[src/rtl/wdt_pkg.sv]
package wdt_pkg;
    localparam int BYTE_W = 8;
    localparam int WORD_W = 2 * BYTE_W;
    localparam int OFF_W  = 2;
    localparam int PAD_W  = 5;

    localparam logic [BYTE_W-1:0] KEY_LOW_SEL  = 8'h5A;
    localparam logic [BYTE_W-1:0] KEY_HIGH_SEL = 8'hA5;
    localparam logic [BYTE_W-1:0] IDLE_READ    = 8'hFF;

    localparam logic [OFF_W-1:0] OFF_TIMER = 2'd0;
    localparam logic [OFF_W-1:0] OFF_CNT_R = 2'd1;
    localparam logic [OFF_W-1:0] OFF_RST_W = 2'd2;
    localparam logic [OFF_W-1:0] OFF_RST_R = 2'd3;

    typedef struct packed {
        logic              ld_cnt;
        logic              ld_ctl;
        logic              clr_ovf;
        logic              ld_rst;
        logic              reject;
    } wr_act_t;

    typedef struct packed {
        logic [BYTE_W-1:0] cnt;
        logic [BYTE_W-1:0] ctl;
        logic              ovf;
        logic              en;
        logic              sel;
        logic [BYTE_W-1:0] rdata;
        logic              rej;
    } regs_t;
endpackage

[src/rtl/wdt_wr_decode.sv]
module wdt_wr_decode
    import wdt_pkg::*;
(
    input  logic              wr,
    input  logic              word,
    input  logic [OFF_W-1:0]  off,
    input  logic [WORD_W-1:0] wdata,
    output wr_act_t           act
);
    logic [BYTE_W-1:0] key;
    logic [BYTE_W-1:0] pay;
    logic              key_lo;
    logic              key_hi;

    assign key    = wdata[WORD_W-1:BYTE_W];
    assign pay    = wdata[BYTE_W-1:0];
    assign key_lo = (key == KEY_LOW_SEL);
    assign key_hi = (key == KEY_HIGH_SEL);

    always_comb begin
        act = '0;
        if (wr) begin
            if (word && off == OFF_TIMER && key_lo) begin
                act.ld_cnt = 1'b1;
            end else if (word && off == OFF_TIMER && key_hi) begin
                act.ld_ctl = 1'b1;
            end else if (word && off == OFF_RST_W && key_lo) begin
                act.ld_rst = 1'b1;
            end else if (word && off == OFF_RST_W && key_hi && pay == '0) begin
                act.clr_ovf = 1'b1;
            end else begin
                act.reject = 1'b1;
            end
        end
    end
endmodule

[src/rtl/wdt_rd_select.sv]
module wdt_rd_select
    import wdt_pkg::*;
(
    input  logic [OFF_W-1:0]  off,
    input  logic              word,
    input  logic [BYTE_W-1:0] cnt,
    input  logic [BYTE_W-1:0] ctl,
    input  logic              ovf,
    input  logic              en,
    input  logic              sel,
    output logic [BYTE_W-1:0] value
);
    always_comb begin
        value = IDLE_READ;
        if (!word) begin
            unique case (off)
                OFF_TIMER: value = ctl;
                OFF_CNT_R: value = cnt;
                OFF_RST_R: value = {ovf, en, sel, {PAD_W{1'b1}}};
                default:   value = IDLE_READ;
            endcase
        end
    end
endmodule

[src/rtl/wdt_regfile.sv]
module wdt_regfile
    import wdt_pkg::*;
(
    input  logic              clk,
    input  logic              rst_n,
    input  logic [OFF_W-1:0]  bus_off,
    input  logic              bus_word,
    input  logic              bus_wr,
    input  logic              bus_rd,
    input  logic [WORD_W-1:0] bus_wdata,
    output logic [BYTE_W-1:0] bus_rdata,
    input  logic              ovf_evt,
    output logic [BYTE_W-1:0] cnt_q,
    output logic [BYTE_W-1:0] ctl_q,
    output logic              ovf_flag,
    output logic              rst_en,
    output logic              rst_sel,
    output logic              wr_reject
);
    localparam regs_t RESET_VAL = '{cnt: '0, ctl: '0, ovf: 1'b0, en: 1'b0,
                                    sel: 1'b0, rdata: IDLE_READ, rej: 1'b0};

    regs_t             r_q;
    regs_t             r_d;
    wr_act_t           act;
    logic [BYTE_W-1:0] rd_val;

    wdt_wr_decode u_dec (
        .wr    (bus_wr),
        .word  (bus_word),
        .off   (bus_off),
        .wdata (bus_wdata),
        .act   (act)
    );

    wdt_rd_select u_rd (
        .off   (bus_off),
        .word  (bus_word),
        .cnt   (r_q.cnt),
        .ctl   (r_q.ctl),
        .ovf   (r_q.ovf),
        .en    (r_q.en),
        .sel   (r_q.sel),
        .value (rd_val)
    );

    always_comb begin
        r_d     = r_q;
        r_d.rej = act.reject;
        if (act.ld_cnt) r_d.cnt = bus_wdata[BYTE_W-1:0];
        if (act.ld_ctl) r_d.ctl = bus_wdata[BYTE_W-1:0];
        if (act.ld_rst) begin
            r_d.en  = bus_wdata[6];
            r_d.sel = bus_wdata[5];
        end
        // A set from the core takes priority over a software clear.
        if (ovf_evt)           r_d.ovf = 1'b1;
        else if (act.clr_ovf)  r_d.ovf = 1'b0;
        if (bus_rd)            r_d.rdata = rd_val;
    end

    always_ff @(posedge clk or negedge rst_n) begin
        if (!rst_n) r_q <= RESET_VAL;
        else        r_q <= r_d;
    end

    assign bus_rdata = r_q.rdata;
    assign cnt_q     = r_q.cnt;
    assign ctl_q     = r_q.ctl;
    assign ovf_flag  = r_q.ovf;
    assign rst_en    = r_q.en;
    assign rst_sel   = r_q.sel;
    assign wr_reject = r_q.rej;
endmodule

[config.mk]
export PLATFORM = sky130hd
export DESIGN_NAME = wdt_regfile
export DESIGN_NICKNAME = d
export VERILOG_FILES = /design/src/rtl/wdt_pkg.sv /design/src/rtl/wdt_wr_decode.sv /design/src/rtl/wdt_rd_select.sv /design/src/rtl/wdt_regfile.sv
export SDC_FILE = /design/constraint.sdc
export NUM_CORES = 1
export LEC_CHECK = 0
export BUFFER_PORTS_ARGS = -buffer_cell sky130_fd_sc_hd__buf_2
export CAP_MARGIN = 5
export CORE_MARGIN = 2
export CORE_UTILIZATION = 49
export DETAILED_ROUTE_END_ITERATION = 10
export PLACE_DENSITY = 0.79
export SLEW_MARGIN = 20
export SYNTH_ARGS = -nofsm -noshare
export SYNTH_HDL_FRONTEND = slang
export SYNTH_HIERARCHICAL = 1
export SYNTH_SLANG_ARGS = --single-unit
[constraint.sdc]
create_clock -name clk -period 1.2 [get_ports clk]
set_input_delay 0.12 -clock clk [delete_from_list [all_inputs] [get_ports clk]]
set_output_delay 0.12 -clock clk [all_outputs]
set_load 0.1 [all_outputs]
==> results.toml <==
[outcome]
status = "complete, but fails checks"
violations = "setup timing"

[floorplanning]
core-area_um2 = 2781
io_pins = 52
die_x_um = 58.47
die_area_um2 = 3419
start_util_pct = 52.27
num_rows = 19
die_y_um = 58.47

[grt]
overflow = 0
antenna_found_initial = 0
grt_usage_pct = 24.82
grt_max_degree = 29
grt_pass1_vias = 1265
grt_first_pass_wirelength_um = 6237

[synthesis]
synth_warnings = 6
avgSynthCellArea_um2 = 14.54
ys_seq_area_share_pct = 48.88
synthArstFlopShare_pct = 100.0
synth_enable_flop_cells = 0
synth_top_area_cell = "dfrtp_1"
synthCells = 100
ys_ff_latch = 28
synth.top_cells.by_area = "dfrtp_1 (34%), mux2_4 (25%), dfstp_2 (14%)"
synth_area_um2 = 1454
synth_top_area_share_pct = 34.42
synth_ff_type = "dfrtp_1"
yosysUniqueCellTypes = 23
syn-num-nets = 124

[timing]
rsz0062_at_grt = "true"
skew_ps = 7.055
setup_viol = 8
setup_ws_ps = -17.65
final_hold_viol_count = 0
post-route-period-util_pct = 101.5
final-max-slew-violation-count = 0
fmax_mhz = 821.3
worst_pin_slew_ps = 621.3
min_period_ps = 1218
relSlewSlack_pct = 58.58

[pwr]
ir_worst_vdd_v = 0.0008314
finalPower_mw = 2.284
powerDensity_nw_per_um2 = 976.0
p_leak_nw = 1.063

[finish]
n_fill_cell = 147
fin_nets = 195
drive_gt1_share_pct = 78.24
antennaDiodeCount = 0
syn2layout_area_growth_pct = 60.93

[placed_design]
routabilityCongestion = 0.8676
hpwl_um = 2960
pre_cts_slack_ps = -314.2
numPortBuffers = 51

[setup_path]
rrSetupSlack_ps = 120
arrival_ps = 1100
slowest_stage = "dfstp_2"
reg2reg_to = "bus_rdata[2]"
max_stage_delay_ps = 590
r2r_cells = 3
worstSetupEndpointType = "output port"
worstSetupPathType = "register to output port"
cp.required_ps = 1080
critPathMaxFanout = 2
cp_num_buf_inv = 1
cp_cell_sequence = "buf_12"
r2r_start = "ctl_q[2]"
crit_family = "flip-flops"
startpoint_type = "register"

[clocking]
cts_tree = "yes"
clkLatencyLatePin_ps = 330
cts_max_level = 1
numCtsBuffers = 3
clockRootBuffer = "clkbuf_4"
cts_sinks = 28
clk_pin_slew_ps = 150
cts_buffer_depth = 2

[job]
cap_violations = 0

[min_path]
hold_path_class = "primary input to register"
hold_end = "cnt_q[2]"
hp-start = "bus_wdata[2]"
whs_path_depth = 2

[route]
vias = 1146
firstDrtPassIters = 4
routed_via_density = 5.701
dr.first_iter.drc_count = 21
wl_per_cell_um = 18.89
drt-total-wl_um = 3796
route.detailed.drc = 0
ant_nets = 0
cell families after synthesis:
family	count (synthesis)	share of synthesized area (%)
and+or+nand+nor	26	12.48
buffers and inverters	6	3.614
DFF	28	48.88
muxes	34	31.84
AOI/OAI and AO/OA	6	3.185
worst max-delay path by stage:
stage	cells past startpoint	startpoint	to
2_1_floorplan	5	bus_wdata[11]	ctl_q[0]
3_3_place_gp	6	bus_wdata[11]	ctl_q[6]
3_5_place_dp	6	bus_wdata[14]	ctl_q[1]
4_1_cts	1	bus_rdata[5]	bus_rdata[5]
5_1_grt	1	bus_rdata[5]	bus_rdata[5]
6_report	1	bus_rdata[5]	bus_rdata[5]
timing repair:
item                                    4_1_cts  5_1_grt
gates cloned                                  0        0
resized for setup                             1        0
endpoints found under the hold margin        21        0
hold buffers                                  2        0
endpoints found under the setup margin        9        8
setup buffers                                 4        0
cell usage in the layout (no fill, tap or decap), drive strengths merged:
master,count
nor4b,1
a32oi,3
clkbuf,3
a211oi,1
nor4,2
inv,2
nor3,2
or3,1
dlygate4sd3,2
dfrtp,20
a21o,1
mux2,26
o21ai,1
buf,68
dfstp,8
mux2i,8
and4bb,4
nand2,8
bufinv,1
and2b,1
nor2,5
nand4b,1
nand3,1
registers in the layout (all words and copies together), names as in the netlist:
| signal | cells |
|---|---|
| rst_en | 1 |
| ovf_flag | 1 |
| ctl_q | 8 |
| wr_reject | 1 |
| cnt_q | 8 |
| bus_rdata | 8 |
| rst_sel | 1 |
area by class of cell:
class / count / area (um2) / share of cell area [%]
repair buffers: 70 / 810.8 / 34.65
flip-flops and latches: 28 / 734.5 / 31.39
multi-input cells: 66 / 695.7 / 29.73
well taps: 31 / 38.79 / 1.658
clock inverters: 1 / 30.03 / 1.283
clock buffers: 3 / 22.52 / 0.9626
inverters: 2 / 7.507 / 0.3209
power by group:
part	total, mW	internal (mW)	leakage [nW]	switching (mW)
Combinational	0.625	0.254	0.709	0.370
Sequential	1.04	0.999	0.326	0.0379
Clock	0.622	0.338	0.0279	0.284
Total	2.28	1.59	1.06	0.692
through the flow:
| stage | instance area, um2 | util [%] | instances | TNS, ps | hold slack, ps |
|---|---|---|---|---|---|
| 2_1_floorplan | 1483 | - | 100 | -1191 | -175.6 |
| 3_3_place_gp | 2235 | 80.34 | 191 | -3593 | 147.2 |
| 3_5_place_dp | 2235 | 80.34 | 191 | -4542 | 166.3 |
| 4_1_cts | 2340 | 84.12 | 201 | -199.9 | 36.78 |
| 5_1_grt | 2340 | 84.12 | 201 | -416.9 | 40.42 |
| 6_report | 2340 | 84.12 | 201 | -99.21 | 47.24 |
cell usage after synthesis, types with 2 or more instances:
cell type and count:
mux2_4 24, dfrtp_1 20, dfstp_2 8, mux2i_1 8, nand2_1 6, nor2_1 5, buf_6 4, a32oi_1 3
and4bb_1 2, and4bb_2 2, inv_1 2, mux2_2 2, nand2_2 2, nor3_1 2, nor4_2 2
routing by layer:
layer | vias up | share of wire [%] | track usage, %
met5 | - | 0 | 0
met3 | 6 | 3.8 | 2.418
met4 | 0 | 1.4 | 9.967
li1 | 509 | - | -
met1 | 592 | 39 | 29.41
met2 | 39 | 56 | 45.75
No activity file was read; power rests on OpenSTA's default activity.
